==> src/rtl/rowmark_pkg.sv <==
package rowmark_pkg;
  typedef enum logic [1:0] {PH_IDLE, PH_HIGH, PH_LOW} phase_t;

  typedef struct packed {
    logic cntClr;
    logic cntInc;
    logic rowClr;
    logic rowAdv;
  } dpCtl_t;
endpackage

==> src/rtl/rowmark_dp.sv <==
module rowmark_dp
  import rowmark_pkg::*;
#(
  parameter int CW = 15,
  parameter int BASE_LOG2 = 8,
  parameter int SIZE_STEPS = 4,
  localparam int RW = BASE_LOG2 + SIZE_STEPS - 1,
  localparam int SW = (SIZE_STEPS > 1) ? $clog2(SIZE_STEPS) : 1
) (
  input  logic          clk,
  input  logic          rstN,
  input  dpCtl_t        ctl,
  input  logic [SW-1:0] sizeSel,
  output logic [CW-1:0] cnt,
  output logic [RW-1:0] rowIdx,
  output logic          rowLast
);
  logic [RW-1:0] lastRow;

  always_comb begin
    lastRow = (RW'(1) << (BASE_LOG2 + int'(sizeSel))) - RW'(1);
    rowLast = (rowIdx == lastRow);
  end

  always_ff @(posedge clk) begin
    if (!rstN) begin
      cnt    <= '0;
      rowIdx <= '0;
    end else begin
      if (ctl.cntClr)      cnt <= '0;
      else if (ctl.cntInc) cnt <= cnt + CW'(1);
      if (ctl.rowClr)      rowIdx <= '0;
      else if (ctl.rowAdv) rowIdx <= rowLast ? '0 : rowIdx + RW'(1);
    end
  end
endmodule

==> src/rtl/rowmark_ctl.sv <==
module rowmark_ctl
  import rowmark_pkg::*;
#(
  parameter int CW = 15,
  parameter int HI_NORM = 15872,
  parameter int LO_NORM = 512,
  parameter int HI_CUE = 32,
  parameter int LO_CUE = 1,
  parameter int REC_EXTRA = 32
) (
  input  logic          clk,
  input  logic          rstN,
  input  logic          tick,
  input  logic          start,
  input  logic          recStart,
  input  logic          cue,
  input  logic          stop,
  input  logic          wrapEn,
  input  logic [CW-1:0] cnt,
  input  logic          rowLast,
  output dpCtl_t        ctl,
  output logic          markLowEn,
  output logic          rowStrobe,
  output logic          endOfMem
);
  phase_t        phase, phaseNxt;
  logic          cueM, extraOn;
  logic [CW-1:0] hiLen, loLen;
  logic          hiDone, loDone, accept;

  always_comb begin
    if (cueM)         hiLen = CW'(HI_CUE);
    else if (extraOn) hiLen = CW'(HI_NORM + REC_EXTRA);
    else              hiLen = CW'(HI_NORM);
    loLen  = cueM ? CW'(LO_CUE) : CW'(LO_NORM);
    hiDone = tick && (cnt == hiLen - CW'(1));
    loDone = tick && (cnt == loLen - CW'(1));
    accept = (phase == PH_IDLE) && start && !stop;
  end

  always_comb begin
    ctl      = '0;
    phaseNxt = phase;
    case (phase)
      PH_IDLE: if (accept) begin
        phaseNxt   = PH_HIGH;
        ctl.cntClr = 1'b1;
        ctl.rowClr = 1'b1;
      end
      PH_HIGH: begin
        if (stop) phaseNxt = PH_IDLE;
        else if (hiDone) begin
          phaseNxt   = PH_LOW;
          ctl.cntClr = 1'b1;
        end else if (tick) ctl.cntInc = 1'b1;
      end
      PH_LOW: begin
        if (stop) phaseNxt = PH_IDLE;
        else if (loDone) begin
          ctl.cntClr = 1'b1;
          ctl.rowAdv = 1'b1;
          phaseNxt   = (rowLast && !wrapEn) ? PH_IDLE : PH_HIGH;
        end else if (tick) ctl.cntInc = 1'b1;
      end
      default: phaseNxt = PH_IDLE;
    endcase
  end

  always_ff @(posedge clk) begin
    if (!rstN) begin
      phase     <= PH_IDLE;
      cueM      <= 1'b0;
      extraOn   <= 1'b0;
      rowStrobe <= 1'b0;
      endOfMem  <= 1'b0;
    end else begin
      phase     <= phaseNxt;
      rowStrobe <= ctl.rowAdv;
      endOfMem  <= ctl.rowAdv && rowLast;
      if (accept) begin
        cueM    <= cue;
        extraOn <= recStart && !cue;
      end else if (ctl.rowAdv) begin
        cueM    <= cue;
        extraOn <= 1'b0;
      end
    end
  end

  assign markLowEn = (phase == PH_LOW);

  // the latched mode holds for the whole row
  a_r9_mode_held: assert property (@(posedge clk) disable iff (!rstN)
    (phase != PH_IDLE && !ctl.rowAdv) |=> $stable(cueM));

  // a cueing low phase lasts a single tick
  a_r3_cue_low_one_tick: assert property (@(posedge clk) disable iff (!rstN)
    (LO_CUE == 1 && phase == PH_LOW && cueM && tick && !stop) |=> phase != PH_LOW);
endmodule

==> src/rtl/rowmark_gen.sv <==
module rowmark_gen
  import rowmark_pkg::*;
#(
  parameter int HI_NORM = 15872,
  parameter int LO_NORM = 512,
  parameter int HI_CUE = 32,
  parameter int LO_CUE = 1,
  parameter int REC_EXTRA = 32,
  parameter int BASE_LOG2 = 8,
  parameter int SIZE_STEPS = 4,
  localparam int CW = $clog2(HI_NORM + REC_EXTRA + LO_NORM + 1),
  localparam int RW = BASE_LOG2 + SIZE_STEPS - 1,
  localparam int SW = (SIZE_STEPS > 1) ? $clog2(SIZE_STEPS) : 1
) (
  input  logic          clk,
  input  logic          rstN,
  input  logic          tick,
  input  logic          start,
  input  logic          recStart,
  input  logic          cue,
  input  logic          stop,
  input  logic          wrapEn,
  input  logic [SW-1:0] sizeSel,
  output logic          markLowEn,
  output logic [RW-1:0] rowIdx,
  output logic          rowStrobe,
  output logic          endOfMem
);
  dpCtl_t        ctlBus;
  logic [CW-1:0] cnt;
  logic          rowLast;

  rowmark_ctl #(
    .CW(CW), .HI_NORM(HI_NORM), .LO_NORM(LO_NORM),
    .HI_CUE(HI_CUE), .LO_CUE(LO_CUE), .REC_EXTRA(REC_EXTRA)
  ) uCtl (
    .clk(clk), .rstN(rstN), .tick(tick), .start(start), .recStart(recStart),
    .cue(cue), .stop(stop), .wrapEn(wrapEn), .cnt(cnt), .rowLast(rowLast),
    .ctl(ctlBus), .markLowEn(markLowEn), .rowStrobe(rowStrobe), .endOfMem(endOfMem)
  );

  rowmark_dp #(.CW(CW), .BASE_LOG2(BASE_LOG2), .SIZE_STEPS(SIZE_STEPS)) uDp (
    .clk(clk), .rstN(rstN), .ctl(ctlBus), .sizeSel(sizeSel),
    .cnt(cnt), .rowIdx(rowIdx), .rowLast(rowLast)
  );

  // a strobe closes a low phase and steps the row by one or wraps it
  a_r5_strobe_after_low: assert property (@(posedge clk) disable iff (!rstN)
    rowStrobe |-> ($past(markLowEn) && !markLowEn));
  a_r5_strobe_steps_row: assert property (@(posedge clk) disable iff (!rstN)
    rowStrobe |-> (rowIdx == RW'($past(rowIdx) + RW'(1)) || rowIdx == '0));

  // end-of-memory only with a wrap to row 0
  a_r7_eom_at_zero: assert property (@(posedge clk) disable iff (!rstN)
    endOfMem |-> (rowStrobe && rowIdx == '0));

  // stop releases the marker and freezes the row
  a_r8_stop_releases: assert property (@(posedge clk) disable iff (!rstN)
    stop |=> (!markLowEn && !rowStrobe && $stable(rowIdx)));
endmodule

==> config.mk <==
export PLATFORM = sky130hd
export DESIGN_NAME = rowmark_gen
export DESIGN_NICKNAME = d
export VERILOG_FILES = /design/src/rtl/rowmark_pkg.sv /design/src/rtl/rowmark_dp.sv /design/src/rtl/rowmark_ctl.sv /design/src/rtl/rowmark_gen.sv
export SDC_FILE = /design/constraint.sdc
export NUM_CORES = 1
export LEC_CHECK = 0
export ABC_AREA = 1
export BUFFER_PORTS_ARGS = -buffer_cell sky130_fd_sc_hd__buf_2
export CORE_UTILIZATION = 53
export CTS_CLUSTER_SIZE = 16
export DETAILED_ROUTE_END_ITERATION = 12
export PLACE_DENSITY = 0.71
export SLEW_MARGIN = 20
export SYNTH_ARGS = -nofsm -noshare
export SYNTH_HDL_FRONTEND = slang
export SYNTH_SLANG_ARGS = --single-unit
==> constraint.sdc <==
create_clock -name clk -period 2.04 [get_ports clk]
set_clock_uncertainty 0.05 [all_clocks]
set_input_delay 0.306 -clock clk [delete_from_list [all_inputs] [get_ports clk]]
set_output_delay 0.306 -clock clk [all_outputs]
set_load 0.01 [all_outputs]
==> reports/summary.log, run 1 <==
[run_status] result of the run completed
[cells_and_area] area of the multi-input gates 1330 sq um
[power] static power due to leakage 1.03 nW
[routing] vias after detailed routing 2007
[worst_setup_path] arrival time reported for the critical path endpoint 2.05 ns
[worst_setup_path] Slowest Stage Delay on Critical Path 0.38 ns
[timing] RSZ-0062 raised after global routing false
[power] Peak supply drop 0.000898 V
[cells_and_area] relative area change from synthesis to final layout 13.7%
[worst_setup_path] nature of the critical path endpoint flop
[job] number of max-cap violations 0
[cells_and_area] fin area 2450 sq um
[global_route] via count of the first global-routing pass 1809
[worst_setup_path] sequence of cells on the critical path ha_2, nand3_2, nor2_1, nand3_1, o21ai_2, nand2_4, nand2_8, nand2_1, a21oi_2
[yosys] Warnings, synthesis 0
[timing] final max-slew violation count 0
[yosys] sequential fraction of the synthesis area 29.7%
[clock_tree] clock slew at reported path FFs 0.07 ns
[timing] min setup slack post-route 0.157 ns
[worst_hold_path] HP Class input port to flop
[die] floorplan row count 22
[timing] number of hold-slack violations in the final timing report 0
[routing] post-DR vias/cell 4.96
[yosys] number of instances in the synthesized netlist 329
[routing] mean routed wirelength per cell 11.5 um
[yosys] synthesized netlist net count 345
[clock_tree] worst skew pair latency 0.28 ns
[cells_and_area] most frequent cells in the layout sky130_fd_sc_hd__nand2_1 (81), sky130_fd_sc_hd__nor2_1 (47), sky130_fd_sc_hd__inv_1 (41), sky130_fd_sc_hd__nand3_1 (40), sky130_fd_sc_hd__dfxtp_1 (31)
[routing] ANT nets after route 0
[timing] fin crit period 1.88 ns
[timing] Slew HR 76.1%
[die] die footprint 4330 sq um
[cells_and_area] antenna cell count 0
[cells_and_area] filler cell count in the final layout 352
[power] pwr dens 768 nW/um^2
[cells_and_area] register area 642 sq um
[yosys] Syn Std Cell Area 2160 sq um
[clock_tree] number of buffers inserted during clock tree synthesis 5
[die] Chip Width 65.8 um
[placement] detailed placer's ending HPWL 3440 um
[global_route] global-route wire length before repair 7910 um
[yosys] post-synthesis register bit count 32
[worst_setup_path] sort of element at the start of the critical path flop
[clock_tree] hold buffer count at cts 0
[global_route] antenna violations before repair 0
[timing] Tightest Pin Transition 0.357 ns
[placement] post-detailed-placement cell area 2290 sq um
[placement] Port-buffer cells 23
[routing] DRC marker count from the first detailed-route iteration 113
[die] I/O pin cnt 24
[placement] pre-CTS setup slack 0.0678 ns
[placement] final weighted congestion in routability-driven placement 0.949
[cells_and_area] Final #Nets 372
[clock_tree] Clock Tree Root sky130_fd_sc_hd__clkbuf_8
[timing] summed negative setup slack over all endpoints 0 ns
[yosys] number of unique standard cell types used by synthesis 29
[global_route] global routing usage summed across all routing layers 23.7%
[power] overall power after layout 1.88 mW
[die] core area 3770 sq um
[timing] Setup violations, final 0
[worst_setup_path] WP data required 2.21 ns
[yosys] average footprint of a synthesized cell 6.56 sq um
[global_route] total congestion overflow after global routing 0
[clock_tree] number of clock sinks 32
[global_route] pin count of the biggest net entering global routing 17
[routing] drt first pass iters 4
[die] starting density of the core 57.3%
[routing] # DRC 0
[timing] ratio of final minimum period to clock period 92.3%
[worst_setup_path] cell with the largest stage delay on the worst path sky130_fd_sc_hd__dfxtp_1
[clock_tree] CTS HTree Levels 2
[clock_tree] Max clock buf depth 2
[clock_tree] CTS tree yes
[cells_and_area] leading cell type in the layout, fill and taps excluded sky130_fd_sc_hd__nand2_1
[timing] Max Freq 0.531 GHz
[die] vertical die dimension 65.8 um
[worst_setup_path] type of the setup path with the least slack flop to flop
[cells_and_area] fraction of final layout cells sized beyond drive strength 1 18.2%
[routing] WL final 4650 um
[worst_setup_path] CP Max Fanout 15
[metal layers]
layer	up-vias	routed length (um)	share of wire (%)	global-route usage (%)
met1	866	2390	51	33.0
met2	42	1940	42	36.9
met4	0	36	0.77	6.52
met3	4	289	6.2	4.66
li1	1095	-	-	-
met5	-	0	0	0
[path summary, 6_finish.rpt]
check,startpoint,to,slack [ns],cells after the start
setup / recovery,uDp.cnt[1],uDp.cnt[14],0.16,9
hold / removal,cue,uCtl.cueM,0.24,3
setup reg to reg,uDp.cnt[1],uDp.cnt[14],0.16,9
hold reg to reg,uDp.cnt[12],uDp.cnt[12],0.46,2
[worst max-delay path: cells and delay by family, from the launching register on]
kind                       cells  cell delay (ns)
and+or+nand+nor                6             0.80
adders and majority gates      1             0.25
DFF                            1             0.38
AOI/OAI and AO/OA              2             0.33
[cells by family (layout without fill, tap and decap cells)]
| group | after synthesis | in the layout | synth area share (%) |
|---|---|---|---|
| AND/OR/NAND/NOR | 194 | 195 | 40.6 |
| adder cells (fa/ha/maj) | 6 | 6 | 3.48 |
| flip-flops | 32 | 32 | 29.7 |
| buffers and inverters | 49 | 76 | 9.85 |
| AO/OA/AOI/OAI | 31 | 31 | 9.50 |
| XOR/XNOR | 17 | 17 | 6.89 |
[flip-flops by register name (all words and copies together) (netlist names)]
name and cells:
uCtl.endOfMem 1, uCtl.cueM 1, uCtl.phase 2, uCtl.rowStrobe 1, uCtl.extraOn 1, uDp.cnt 15
uDp.rowIdx 11
[cell type report]
cell class	count	area share, %
clock buffer	7	3.92
clock inverter	1	1.22
inverter	42	6.42
multi-input combinational	249	54.2
sequential	32	26.1
tap	48	2.45
timing repair buffer	26	5.61
[cells in the mapped netlist, drive strengths merged]
cell type,instances,share of area [%]
nor3,8,1.9
inv,42,7.3
clkbuf,1,0.17
nor2,51,10
xnor2,5,2.0
xor2,12,4.9
nand3b,1,0.35
a211oi,2,0.70
ha,6,3.5
a21oi,21,6.8
dfxtp,32,30
nand3,42,11
nand4,2,0.58
buf,6,2.4
o21ai,8,2.0
nand2,90,17
[power breakdown]
part | internal [mW] | switching (mW) | leakage [nW] | total, mW
clock network | 0.431 | 0.239 | 0.0645 | 0.670
registers | 0.649 | 0.0289 | 0.259 | 0.678
logic | 0.165 | 0.371 | 0.708 | 0.536
[per-stage QoR]
stage          cells  utilization [%]  hold WS (ns)
2_1_floorplan    329                -         0.377
3_3_place_gp     394             60.7         0.428
3_5_place_dp     394             60.7         0.430
4_1_cts          402             64.0         0.242
5_1_grt          405             65.1         0.260
6_report         405             65.1         0.240
[what timing repair did]
item	CTS	global route
resized for setup	0	5
setup endpoints to repair	0	16
buffers inserted	0	2
No activity file was read; power rests on OpenSTA's default activity.
==> run 2, diff against run 1 <==
Settings changed: SETUP_SLACK_MARGIN set to 0.4.
==> run 2 against run 1 <==
Net effect:
- die area is the same
- via count increased by 13%
- hold slack worse by 0.0079 ns
- non-clock buffer count is 8 higher
- wire length increased by 22%
- register-to-register slack improved by 0.18 ns
- global-route usage up 3.8 points
- flip-flop and latch count unchanged
- combinational power increased by 29%
- sequential share of layout area decreased by 1.1 points
- total power down 0.97%
- critical endpoint is now uDp.cnt[6]
- largest cell class unchanged
- highest routed layer unchanged
==> reports/summary.log, run 2 (synthesis gave the netlist of run 1 again) <==
[global_route] total congestion overflow after global routing 0
[cells_and_area] Final Non-Filler Cells 416
[routing] post-DR vias/cell 5.44
[power] static power due to leakage 1.10 nW
[timing] Tightest Pin Transition 0.418 ns
[routing] post-route met1 wirelength 2510 um
[routing] # DRC 0
[worst_setup_path] worst reg-to-reg path cell count 9
[timing] number of hold-slack violations in the final timing report 0
[power] Gate power share 36.9%
[timing] RSZ-0062 raised after global routing true
[die] starting density of the core 57.3%
[die] I/O pin cnt 24
[clock_tree] number of buffers inserted during clock tree synthesis 5
[worst_setup_path] startpoint of the worst register-to-register path uDp.cnt[8]
[routing] WL final 5680 um
[power] Peak supply drop 0.000906 V
[worst_hold_path] endpoint of the worst hold-timing path uCtl.extraOn
[routing] metal2 WL 2540 um
[worst_setup_path] arrival time reported for the critical path endpoint 1.87 ns
[timing] summed negative setup slack over all endpoints 0 ns
[clock_tree] Clock Tree Root sky130_fd_sc_hd__clkbuf_8
[power] Reg power frac 35.8%
[power] net switching share of the total power 38.9%
[routing] ANT nets after route 0
[worst_setup_path] WP data required 2.21 ns
[job] number of max-cap violations 0
[routing] amount of wire on met3 after detailed routing 403 um
[placement] Cell Count Post-Placement 396
[global_route] global routing usage summed across all routing layers 27.5%
[global_route] antenna violations before repair 0
[timing] fin crit period 1.71 ns
[timing] Slew HR 72.1%
[clock_tree] number of clock sinks 32
[routing] drt first pass iters 4
[worst_hold_path] Hold Crit Start recStart
[power] net switching power of the design 726 uW
[worst_setup_path] CP Max Fanout 7
[cells_and_area] relative area change from synthesis to final layout 27.7%
[worst_setup_path] sort of element at the start of the critical path flop
[worst_setup_path] type of the setup path with the least slack flop to flop
[power] Internal Power 1.14 mW
[cells_and_area] flip-flop count of the largest register, all copies and words added 15
[cells_and_area] fraction of final layout cells sized beyond drive strength 1 37.2%
[timing] Max Freq 0.586 GHz
[worst_setup_path] nature of the critical path endpoint flop
[routing] DRC marker count from the first detailed-route iteration 184
[global_route] global-route wire length before repair 9060 um
[worst_hold_path] hold path depth 3
[placement] detailed placer's ending HPWL 3560 um
[placement] final weighted congestion in routability-driven placement 0.918
[routing] mean routed wirelength per cell 13.7 um
[routing] vias after detailed routing 2262
[power] part of the total power dissipated in the clock network 27.3%
[run_status] result of the run completed
[die] Chip Width 65.8 um
[worst_hold_path] HP Class input port to flop
[timing] final max-slew violation count 0
[cells_and_area] leading cell type in the layout, fill and taps excluded sky130_fd_sc_hd__nand2_1
[clock_tree] CTS HTree Levels 2
[clock_tree] hold buffer count at cts 0
[cells_and_area] Regs by FF count uDp.cnt: 15 flops, uDp.rowIdx: 11 flops, uCtl.phase: 2 flops
[power] pwr dens 677 nW/um^2
[clock_tree] clock slew at reported path FFs 0.07 ns
[die] vertical die dimension 65.8 um
[die] die footprint 4330 sq um
[clock_tree] Max clock buf depth 2
[placement] Port-buffer cells 23
[global_route] via count of the first global-routing pass 1987
[clock_tree] CTS tree yes
[worst_setup_path] end of the worst register-to-register path uDp.cnt[6]
[power] overall power after layout 1.87 mW
[timing] ratio of final minimum period to clock period 83.7%
[die] floorplan row count 22
[routing] highest signal layer in the routed design met4
[global_route] pin count of the biggest net entering global routing 14
[cells_and_area] Final #Nets 383
[cells_and_area] antenna cell count 0
[timing] Setup violations, final 0
[die] core area 3770 sq um
[worst_setup_path] r2r setup slk 0.33 ns
[cells_and_area] largest register by flop count uDp.cnt
[cells_and_area] most frequent cells in the layout sky130_fd_sc_hd__nand2_1 (69), sky130_fd_sc_hd__nor2_1 (35), sky130_fd_sc_hd__inv_1 (34), sky130_fd_sc_hd__nand3_1 (34), sky130_fd_sc_hd__buf_2 (24)
[clock_tree] worst skew pair latency 0.29 ns
## run 2: changes by cell type in the layout (fill, tap and decap cells not counted), sizes merged
cell,change
clkbuf,+1
nand2,+3
buf,+8
bufinv,-1
## run 2: worst max path at each step
stage / start / end / depth (start not counted)
4_1_cts: uDp.cnt[0] / uDp.cnt[13] / 9
5_1_grt: uDp.cnt[8] / uDp.cnt[10] / 9
3_5_place_dp: uDp.cnt[0] / uDp.cnt[13] / 9
2_1_floorplan: uDp.cnt[0] / uDp.cnt[0] / 11
6_report: uDp.cnt[8] / uDp.cnt[6] / 9
3_3_place_gp: uDp.cnt[0] / uDp.cnt[7] / 9
## run 2: area by class of cell
cell class / count / area, sq um
Multi-Input combinational cell: 252 / 1560
Clock buffer: 8 / 90.1
Sequential cell: 32 / 691
Fill cell: 310 / 1010
Inverter: 42 / 163
Tap cell: 48 / 60.1
Timing Repair Buffer: 34 / 199
## run 2: per-stage QoR
step / utilization (%) / area, sq um / setup WS, ns / hold slack (ns)
after global routing: 73.1 / 2760 / 0.235 / 0.249
after global placement: 61.2 / 2310 / 0.130 / 0.425
final: 73.1 / 2760 / 0.332 / 0.232
after floorplan: - / 2160 / 0.401 / 0.377
after detailed placement: 61.2 / 2310 / 0.0979 / 0.432
after CTS: 68.5 / 2580 / 0.372 / 0.228
## run 2: power by group through the flow
stage / combinational [mW] / clock [mW] / sequential [mW]
finish: 0.689 / 0.509 / 0.669
global route: 0.752 / 0.550 / 0.672
CTS: 0.642 / 0.521 / 0.676
detailed placement: 0.523 / 0 / 0.692
global placement: 0.515 / 0 / 0.691
floorplan: 0.405 / 0 / 0.680
## run 2: critical path, cell delays in order (launching register included)
cell and delay, ns:
sky130_fd_sc_hd__dfxtp_4 0.36, sky130_fd_sc_hd__nor2_1 0.20, sky130_fd_sc_hd__nand3_1 0.14, sky130_fd_sc_hd__nand2_1 0.11, sky130_fd_sc_hd__nand2_2 0.08, sky130_fd_sc_hd__o21ai_4 0.21, sky130_fd_sc_hd__nand2_4 0.16, sky130_fd_sc_hd__nand2_8 0.14
sky130_fd_sc_hd__nand2_2 0.06, sky130_fd_sc_hd__a21oi_2 0.12
## run 2: repair_timing
item,in CTS,in global routing
gates resized for setup,35,59
buffers inserted,5,3
endpoints found under the setup margin,26,29
gates cloned,4,0
pin swaps,10,25
## run 2: metal layers
layer,up-vias,track usage [%]
met3,34,7.24
met5,-,0
li1,1123,-
met1,1010,35.9
met2,95,41.5
met4,0,13.9
